`src/rtl/gate_sequencer.sv`:
```
module gate_sequencer #(
  parameter int WDOG_CYCLES = 16,
  parameter int SYNC_STAGES = 2
) (
  input  logic clk,
  input  logic rst_n,
  input  logic pwm_in,
  input  logic run_en,
  input  logic sw_low_raw,
  input  logic lsg_low_raw,
  input  logic force_ls,
  output logic hs_gate,
  output logic ls_gate
);
  localparam int CW = $clog2(WDOG_CYCLES + 1);

  typedef enum logic [2:0] {
    IDLE_OFF, HS_ON, WAIT_PHASE_LOW, LS_ON, WAIT_LGATE_LOW
  } seq_t;

  seq_t state, nxt;
  logic [SYNC_STAGES-1:0] sw_sync, lg_sync;
  logic [CW-1:0] wdog_cnt;
  logic sw_low, lg_low, wdog_done;

  always_ff @(posedge clk or negedge rst_n)
    if (!rst_n) begin
      sw_sync <= '0;
      lg_sync <= '0;
    end else begin
      sw_sync <= {sw_sync[SYNC_STAGES-2:0], sw_low_raw};
      lg_sync <= {lg_sync[SYNC_STAGES-2:0], lsg_low_raw};
    end

  assign sw_low    = sw_sync[SYNC_STAGES-1];
  assign lg_low    = lg_sync[SYNC_STAGES-1];
  assign wdog_done = (wdog_cnt == CW'(WDOG_CYCLES - 1));

  always_ff @(posedge clk or negedge rst_n)
    if (!rst_n)                      wdog_cnt <= '0;
    else if (state != WAIT_PHASE_LOW) wdog_cnt <= '0;
    else if (!wdog_done)             wdog_cnt <= wdog_cnt + 1'b1;

  always_comb begin
    nxt = state;
    if (force_ls) begin
      nxt = (state == HS_ON) ? WAIT_PHASE_LOW : LS_ON;
    end else if (!run_en) begin
      nxt = IDLE_OFF;
    end else begin
      case (state)
        IDLE_OFF:       nxt = pwm_in ? WAIT_LGATE_LOW : WAIT_PHASE_LOW;
        HS_ON:          if (!pwm_in) nxt = WAIT_PHASE_LOW;
        WAIT_PHASE_LOW: if (pwm_in) nxt = WAIT_LGATE_LOW;
                        else if (sw_low || wdog_done) nxt = LS_ON;
        LS_ON:          if (pwm_in) nxt = WAIT_LGATE_LOW;
        WAIT_LGATE_LOW: if (!pwm_in) nxt = WAIT_PHASE_LOW;
                        else if (lg_low) nxt = HS_ON;
        default:        nxt = IDLE_OFF;
      endcase
    end
  end

  always_ff @(posedge clk or negedge rst_n)
    if (!rst_n) state <= IDLE_OFF;
    else        state <= nxt;

  assign hs_gate = (state == HS_ON);
  assign ls_gate = (state == LS_ON);
endmodule

```
`config.mk`:
```
export PLATFORM = sky130hd
export DESIGN_NAME = gate_sequencer
export DESIGN_NICKNAME = d
export VERILOG_FILES = /design/src/rtl/gate_sequencer.sv
export SDC_FILE = /design/constraint.sdc
export NUM_CORES = 1
export LEC_CHECK = 0
export BUFFER_PORTS_ARGS = -buffer_cell sky130_fd_sc_hd__buf_2
export CAP_MARGIN = 10
export CELL_PAD_IN_SITES_DETAIL_PLACEMENT = 0
export CELL_PAD_IN_SITES_GLOBAL_PLACEMENT = 1
export CORE_MARGIN = 1.5
export CORE_UTILIZATION = 30
export CTS_CLUSTER_SIZE = 24
export DETAILED_ROUTE_END_ITERATION = 7
export MAX_ROUTING_LAYER = met4
export PLACE_DENSITY = 0.61
export SLEW_MARGIN = 20
export SYNTH_ARGS = -nofsm -noshare
export SYNTH_HDL_FRONTEND = slang
export SYNTH_SLANG_ARGS = --single-unit
```
`constraint.sdc`:
```
create_clock -name clk -period 4.73 [get_ports clk]
set_input_delay 0.2365 -clock clk [delete_from_list [all_inputs] [get_ports clk]]
set_output_delay 0.2365 -clock clk [all_outputs]
set_load 0.03 [all_outputs]
```
==> flow_metrics.py, run 1 <==
metrics = {
    "cells_and_area": {
        "area_growth_pct": 20.09,
        "drive_gt1_frac": 0.2000,
        "final_net_count": 75,
        "final_cell_area_um2": 680.7,
        "n_antenna_cell": 0,
        "utilization": 0.3900,
        "final_cells": 90,
    },
    "drt": {
        "wl_per_cell_um": 10.82,
        "drt_iter0_drc": 1,
        "via_per_inst": 4.478,
        "drtAntennaViolNets": 0,
        "first_pass_iters": 3,
        "drc": 0,
        "wl_um": 974,
        "vias": 403,
    },
    "logic_synthesis": {
        "synth-compound-area-share": 0.1082,
        "syn_area_um2": 566.8,
        "synthAdderAreaFrac": 0.04415,
        "synth_xor_area_frac": 0.04636,
        "synth-simple-area-share": 0.2340,
        "yosys_warnings": 0,
        "synth_fp_nets": 62,
        "muxShareOfSynthArea": 0.01766,
        "syn-mean-instance-area_um2": 10.69,
        "synth_cells": 53,
        "synth_top_family_by_area": "simple AND/OR/NAND/NOR gates",
        "seq_area_frac_synth": 0.5298,
        "ys_types": 26,
        "ys_ff_latch": 12,
    },
    "global_route": {
        "grt_overflow": 0,
        "antenna_found_initial": 0,
        "use_met2": 0.1389,
        "grt_pass1_wl_um": 1545,
        "met3_usage": 0.05882,
        "use_met1": 0.1467,
        "grt_pass1_vias": 357,
        "grt_max_degree": 13,
        "grt.busiest_layer": "met1",
        "track_usage": 0.1168,
    },
    "clock_tree": {
        "cts_buffers": 3,
        "clock_latency_ns": 0.28,
        "clockBufferDepth": 2,
        "clk_pin_slew_worst_paths_ns": 0.08,
        "cts_setup_buffers": 0,
        "cts_htree_levels": 1,
        "cts_sinks": 12,
        "cts_tree": "done",
        "clock-root-buffer": "clkbuf_4",
    },
    "sta": {
        "fin_crit_sh": 0.3624,
        "fin_ws_ns": 3.016,
        "rsz0062_at_grt": "no",
        "clock_skew_ns": 0.002898,
        "finalHoldViolCount": 0,
        "maxSlewHeadroom": 0.8157,
        "worst_slew_pin_slew_ns": 0.2765,
        "fin_setup_tns_ns": 0,
        "fmax_mhz": 583.3,
        "finalCriticalPeriod_ns": 1.714,
        "finalSetupViolCount": 0,
        "timing.hold.ws_ns": 0.06357,
        "slew_violations": 0,
    },
    "placed_design": {
        "port_buffers": 8,
        "dpl.cell_count": 85,
        "hpwl_um": 680.7,
        "gp_congestion": 0.7798,
        "dpl_cell_area_um2": 634.4,
        "preCtsSetupSlack_ns": 3.016,
    },
    "pwr": {
        "powerDensity_nw_per_um2": 328.9,
        "p_total_mw": 0.2238,
        "ir_worst_vdd_uv": 145.4,
        "power_leakage_nw": 0.3102,
    },
    "floorplan": {
        "row_count": 15,
        "initial_core_util": 0.3247,
        "coreArea_um2": 1745,
        "die_y_um": 46.47,
        "dieArea_um2": 2159,
        "io_pins": 9,
        "die_x_um": 46.47,
    },
    "setup_path": {
        "r2r_cells": 7,
        "startpoint_type": "flip-flop",
        "path_class": "reg -> reg",
        "crit_fanout": 7,
        "required_ns": 4.88,
        "crit_path_end_kind": "flip-flop",
        "worst_ep_arrival_time_ns": 1.86,
    },
    "min_path": {
        "hold_class": "in -> reg",
        "hold_depth": 1,
    },
    "outcome": {
        "status": "finished, final reports clean",
    },
    "run": {
        "cap_viol_max_count": 0,
    },
}
[worst paths after layout]
kind                              from     endpoint  slack, ns
hold reg to reg             sw_sync[0]   sw_sync[1]       0.35
setup / recovery           wdog_cnt[0]     state[0]       3.02
min in group asynchronous        rst_n  wdog_cnt[4]       0.36
setup reg to reg           wdog_cnt[0]     state[0]       3.02
max in group asynchronous        rst_n   lg_sync[0]       4.15
hold / removal             lsg_low_raw   lg_sync[0]       0.06
[routing by layer]
metal | share of wire | vias up
met5 | 0 | -
met4 | 0.028 | 0
met3 | 0.063 | 5
met2 | 0.38 | 10
met1 | 0.53 | 178
li1 | - | 210
[where the power goes]
part / total, mW / switching [mW] / internal (mW)
clock: 0.0818 / 0.0350 / 0.0468
sequential: 0.114 / 0.00608 / 0.108
combinational: 0.0276 / 0.0158 / 0.0118
[cell type report]
type / instances / area (um^2)
Timing Repair Buffer: 9 / 50.05
Clock buffer: 4 / 36.28
Sequential cell: 12 / 300.3
Fill cell: 183 / 1065
Tap cell: 25 / 31.28
Inverter: 2 / 7.507
Multi-Input combinational cell: 38 / 255.2
[timing repair]
item	in CTS	in global routing
gates resized for setup	0	0
hold buffers	1	0
hold endpoints to repair	12	0
[state kept, by name, summed over array words and instances (netlist names)]
signal,count
wdog_cnt,5
state,3
sw_sync,2
lg_sync,2
[placed cells by master (no fill, tap or decap), types with 2 or more instances in the layout]
master / instances
a21oi_1: 2
nor3b_1: 2
o21ai_0: 3
nand2b_1: 3
xor2_1: 2
clkbuf_4: 3
buf_2: 8
ha_1: 2
nor2_1: 7
nand2_1: 2
inv_1: 2
dfrtp_1: 12
[critical path, cell delays in order (launching register included)]
cell and delay [ns]:
dfrtp_1 0.41, ha_1 0.21, and3_1 0.15, ha_1 0.27, nor3_1 0.23, nand4_1 0.13
a21oi_1 0.15, a41oi_1 0.05
[cells in the mapped netlist]
cell / instances / area (um^2)
dfrtp_1: 12 / 300.3
nand4_1: 1 / 6.260
a21oi_1: 2 / 10.01
or3b_1: 1 / 8.760
a31o_2: 1 / 8.760
a41oi_1: 1 / 8.760
xnor2_1: 1 / 8.760
nand2_1: 2 / 7.510
nor2b_1: 1 / 6.260
inv_1: 2 / 7.510
nor4bb_1: 1 / 10.01
nand2b_1: 3 / 18.77
o21bai_1: 1 / 7.510
and2b_1: 1 / 7.510
nor3_1: 1 / 5.000
ha_1: 2 / 25.02
clkbuf_1: 1 / 3.750
and3_1: 1 / 6.260
nor3b_1: 2 / 15.01
o21ai_0: 3 / 15.01
xor2_1: 2 / 17.52
nor2_1: 7 / 26.28
and2_1: 1 / 6.260
nand4b_1: 1 / 8.760
a2111o_1: 1 / 11.26
mux2i_1: 1 / 10.01
[cell families after synthesis]
group           count (synthesis)
buf+inv                         3
fa+ha+maj                       2
compound gates                  9
xor+xnor                        3
flops                          12
mux                             1
simple gates                   23
No activity file was read; power rests on OpenSTA's default activity.
==> run 2, diff against run 1 <==
- clock period: 4.73 -> 1.7 ns (I/O delays scaled with it)
==> flow_metrics.py, run 2 (synthesis results as in run 1) <==
metrics = {
    "cells_and_area": {
        "final_cell_area_um2": 738.2,
        "multiInputGateArea_um2": 262.8,
        "regMostFlops": "wdog_cnt",
        "mostFrequentLayoutCell": "dfrtp_1",
        "final_net_count": 81,
        "drive_gt1_frac": 0.2676,
        "seqCellArea_um2": 300.3,
        "n_antenna_cell": 0,
        "fillers": 174,
        "area_growth_pct": 30.24,
        "largest_reg_flops": 5,
        "final_cells": 96,
        "top_regs": "wdog_cnt x5, state x3",
        "final_cell_mix": "12 x dfrtp_1, 8 x buf_2, 7 x nor2_1",
    },
    "clock_tree": {
        "clock_latency_ns": 0.27,
        "clock-root-buffer": "clkbuf_4",
        "cts_tree": "done",
        "clk_pin_slew_worst_paths_ns": 0.07,
        "cts_buffers": 3,
        "cts_htree_levels": 1,
        "cts_sinks": 12,
        "cts_setup_buffers": 0,
        "clockBufferDepth": 2,
    },
    "pwr": {
        "p_total_mw": 0.6300,
        "powerDensity_nw_per_um2": 853.4,
        "power.share.clock": 0.354,
        "p_sw_mw": 0.1563,
        "ir_worst_vdd_uv": 371.2,
        "power_leakage_nw": 0.3399,
        "pwr-share-seq": 0.498,
        "sw_frac_of_total": 0.2481,
        "combPwrFrac": 0.148,
        "p_int_mw": 0.4737,
    },
    "sta": {
        "timing.hold.ws_ns": 0.08187,
        "rsz0062_at_grt": "no",
        "clock_skew_ns": 0.0006074,
        "finalSetupViolCount": 0,
        "fmax_mhz": 631.6,
        "worst_slew_pin_slew_ns": 0.2615,
        "finalCriticalPeriod_ns": 1.583,
        "finalHoldViolCount": 0,
        "fin_crit_sh": 0.9314,
        "fin_setup_tns_ns": 0,
        "maxSlewHeadroom": 0.8233,
        "slew_violations": 0,
    },
    "outcome": {
        "status": "finished, final reports clean",
    },
    "global_route": {
        "antenna_found_initial": 0,
        "grt_pass1_vias": 398,
        "grt_max_degree": 13,
        "grt_overflow": 0,
        "track_usage": 0.1199,
        "grt_pass1_wl_um": 1711,
    },
    "drt": {
        "via_per_inst": 4.594,
        "drc": 0,
        "vias": 441,
        "wl_um": 1041,
        "wl_per_cell_um": 10.84,
        "drt_iter0_drc": 6,
        "drtAntennaViolNets": 0,
        "first_pass_iters": 4,
    },
    "setup_path": {
        "worst_ep_arrival_time_ns": 1.72,
        "startpoint_type": "flip-flop",
        "timing.rr.start": "wdog_cnt[0]",
        "crit_start": "wdog_cnt[0]",
        "crit_path_end_kind": "flip-flop",
        "crit_fanout": 5,
        "required_ns": 1.84,
        "path_class": "reg -> reg",
    },
    "floorplan": {
        "initial_core_util": 0.3247,
        "die_x_um": 46.47,
        "dieArea_um2": 2159,
        "row_count": 15,
        "coreArea_um2": 1745,
        "io_pins": 9,
        "die_y_um": 46.47,
    },
    "placed_design": {
        "dpl_cell_area_um2": 664.4,
        "gp_congestion": 0.7622,
        "hpwl_um": 744.2,
        "port_buffers": 8,
        "dpl.cell_count": 89,
    },
    "min_path": {
        "hold_class": "in -> reg",
        "hold_path.startpoint": "force_ls",
    },
    "run": {
        "cap_viol_max_count": 0,
    },
}
-- run 2: layout make-up --
cell class                      instances  area share
Tap cell                               25     0.04237
Clock buffer                            4     0.04915
Multi-Input combinational cell         38      0.3559
Inverter                                2     0.01017
Timing Repair Buffer                   15      0.1356
Sequential cell                        12      0.4068
-- run 2: final timing paths --
check                               to  slack, ns  cells past startpoint
max                           state[0]       0.12                      7
min                           state[2]       0.08                      2
max reg2reg                   state[0]       0.12                      7
min reg2reg                 sw_sync[1]       0.35                      0
max in group asynchronous     state[0]       1.27                      2
min in group asynchronous  wdog_cnt[2]       0.22                      2
-- run 2: routing by layer --
| metal | global-route usage | up-vias | part of all wire |
|---|---|---|---|
| li1 | - | 221 | - |
| met1 | 0.1582 | 205 | 0.52 |
| met2 | 0.1611 | 13 | 0.43 |
| met3 | 0.02353 | 2 | 0.038 |
| met4 | 0.08571 | 0 | 0.0096 |
| met5 | - | - | 0 |
-- run 2: critical path, stage by stage, from the launching register on --
cell and delay, ns:
dfrtp_1 0.41, ha_1 0.21, and3_1 0.15, ha_2 0.21, nor3_2 0.16, nand4_1 0.11
a21oi_1 0.15, a41oi_1 0.06
-- run 2: power by group through the flow --
stage / sequential [mW] / clock, mW / combinational, mW
floorplan: 0.320 / 0 / 0.0488
detailed placement: 0.319 / 0 / 0.0891
CTS: 0.313 / 0.232 / 0.0946
finish: 0.314 / 0.223 / 0.0931
global route: 0.317 / 0.243 / 0.103
global placement: 0.319 / 0 / 0.0892
-- run 2: metrics by stage --
step / worst slack [ns] / util
6_report: 0.1167 / 0.4229
5_1_grt: 0.03357 / 0.4229
4_1_cts: 0.03914 / 0.4186
3_5_place_dp: 0.05250 / 0.3806
3_3_place_gp: 0.06095 / 0.3806
2_1_floorplan: 0.06481 / -
-- run 2: what timing repair did --
action | in CTS | in global routing
setup endpoints to repair | 0 | 1
hold endpoints to repair | 14 | 0
hold buffers | 3 | 0
gates resized for setup | 0 | 2
==> run 3, diff against run 2 <==
- CTS_BUF_LIST: unset -> sky130_fd_sc_hd__clkbuf_8
- CTS_CLUSTER_DIAMETER: unset -> 50
==> flow_metrics.py, run 3 (synthesis results as in run 1) <==
metrics = {
    "drt": {
        "wl_per_cell_um": 10.80,
        "vias": 447,
        "drtAntennaViolNets": 0,
        "drc": 0,
        "via_per_inst": 4.656,
        "wl_um": 1037,
        "first_pass_iters": 4,
        "drt_iter0_drc": 5,
    },
    "pwr": {
        "ir_worst_vdd_uv": 619.3,
        "p_total_mw": 0.7143,
        "power_leakage_nw": 0.3477,
        "powerDensity_nw_per_um2": 943.7,
    },
    "sta": {
        "timing.hold.ws_ns": 0.1159,
        "fmax_mhz": 634.1,
        "clock_skew_ns": 0.0008801,
        "finalCriticalPeriod_ns": 1.577,
        "slew_violations": 0,
        "rsz0062_at_grt": "no",
        "finalSetupViolCount": 0,
        "fin_setup_tns_ns": 0,
        "finalHoldViolCount": 0,
        "fin_ws_ns": 0.1230,
        "fin_crit_sh": 0.9276,
        "worst_slew_pin_slew_ns": 0.2611,
        "maxSlewHeadroom": 0.8236,
    },
    "setup_path": {
        "r2r_setup_slack_ns": 0.12,
        "r2r_end": "state[0]",
        "timing.rr.start": "wdog_cnt[0]",
        "worst_ep_arrival_time_ns": 1.68,
        "startpoint_type": "flip-flop",
        "critical_path.endpoint": "state[0]",
        "path_class": "reg -> reg",
        "r2r_cells": 7,
        "crit_fanout": 5,
        "required_ns": 1.80,
        "crit_path_end_kind": "flip-flop",
        "crit_start": "wdog_cnt[0]",
    },
    "placed_design": {
        "dpl_cell_area_um2": 664.4,
        "dpl.cell_count": 89,
        "gp_congestion": 0.7622,
        "preCtsSetupSlack_ns": 0.05250,
        "hpwl_um": 744.2,
        "port_buffers": 8,
    },
    "min_path": {
        "hold_class": "in -> reg",
        "hold_path.startpoint": "force_ls",
    },
    "clock_tree": {
        "clock-root-buffer": "clkbuf_8",
        "cts_buffers": 3,
        "cts_sinks": 12,
        "clock_latency_ns": 0.24,
        "cts_htree_levels": 1,
        "clk_pin_slew_worst_paths_ns": 0.05,
        "cts_tree": "done",
        "clockBufferDepth": 2,
    },
    "run": {
        "cap_viol_max_count": 0,
    },
    "global_route": {
        "antenna_found_initial": 0,
        "track_usage": 0.1249,
        "grt_max_degree": 13,
        "met3_usage": 0.03529,
        "grt.busiest_layer": "met2",
        "grt_overflow": 0,
        "use_met1": 0.1557,
        "grt_pass1_wl_um": 1725,
        "use_met2": 0.1639,
        "grt_pass1_vias": 400,
    },
    "floorplan": {
        "coreArea_um2": 1745,
        "dieArea_um2": 2159,
        "initial_core_util": 0.3247,
        "row_count": 15,
        "io_pins": 9,
        "die_x_um": 46.47,
        "die_y_um": 46.47,
    },
    "cells_and_area": {
        "largest_reg_flops": 5,
        "final_net_count": 81,
        "n_antenna_cell": 0,
        "regMostFlops": "wdog_cnt",
        "utilization": 0.4337,
        "top_regs": "wdog_cnt x5, state x3",
        "fillers": 174,
        "final_cells": 96,
        "final_cell_area_um2": 757.0,
        "mostFrequentLayoutCell": "dfrtp_1",
        "final_cell_mix": "12 x dfrtp_1, 8 x buf_2, 7 x nor2_1",
        "area_growth_pct": 33.55,
        "drive_gt1_frac": 0.2676,
    },
    "outcome": {
        "status": "finished, final reports clean",
    },
}
## run 3: cell counts in the layout (fill, tap and decap cells not counted)
Identical to the previous run, type by type.
## run 3: power breakdown
part / switching (mW) / internal (mW)
Sequential: 0.0120 / 0.302
Combinational: 0.0509 / 0.0420
Clock: 0.103 / 0.204
Total: 0.165 / 0.549
## run 3: routing by layer
metal,vias to the layer above,share of wire
met2,15,0.42
met3,4,0.054
met1,206,0.49
li1,222,-
met5,-,0
met4,0,0.042
## run 3: cell type report
cell class	instances	area (um^2)	share of cell area
flip-flops and latches	12	300.3	0.3967
multi-input cells	38	262.8	0.3471
repair buffers	15	100.1	0.1322
clock buffers	4	55.05	0.07273
well taps	25	31.28	0.04132
inverters	2	7.507	0.009917
## run 3: what timing repair did
action	4_1_cts	5_1_grt
endpoints found under the hold margin	14	0
buffers inserted	0	0
gates resized for setup	0	2
setup endpoints to repair	0	1
hold buffers	3	0
## run 3: critical path, stage by stage (launching register included)
cell	delay [ns]
dfrtp_1	0.40
ha_1	0.21
and3_1	0.15
ha_2	0.21
nor3_2	0.15
nand4_1	0.11
a21oi_1	0.15
a41oi_1	0.06
## run 3: worst min-delay path by stage
stage	end	slack, ns	depth (start not counted)
2_1_floorplan	lg_sync[0]	-0.21	0
3_3_place_gp	wdog_cnt[4]	-0.02	1
3_5_place_dp	wdog_cnt[2]	-0.02	1
4_1_cts	state[2]	0.11	2
5_1_grt	state[2]	0.14	2
6_report	state[2]	0.12	2
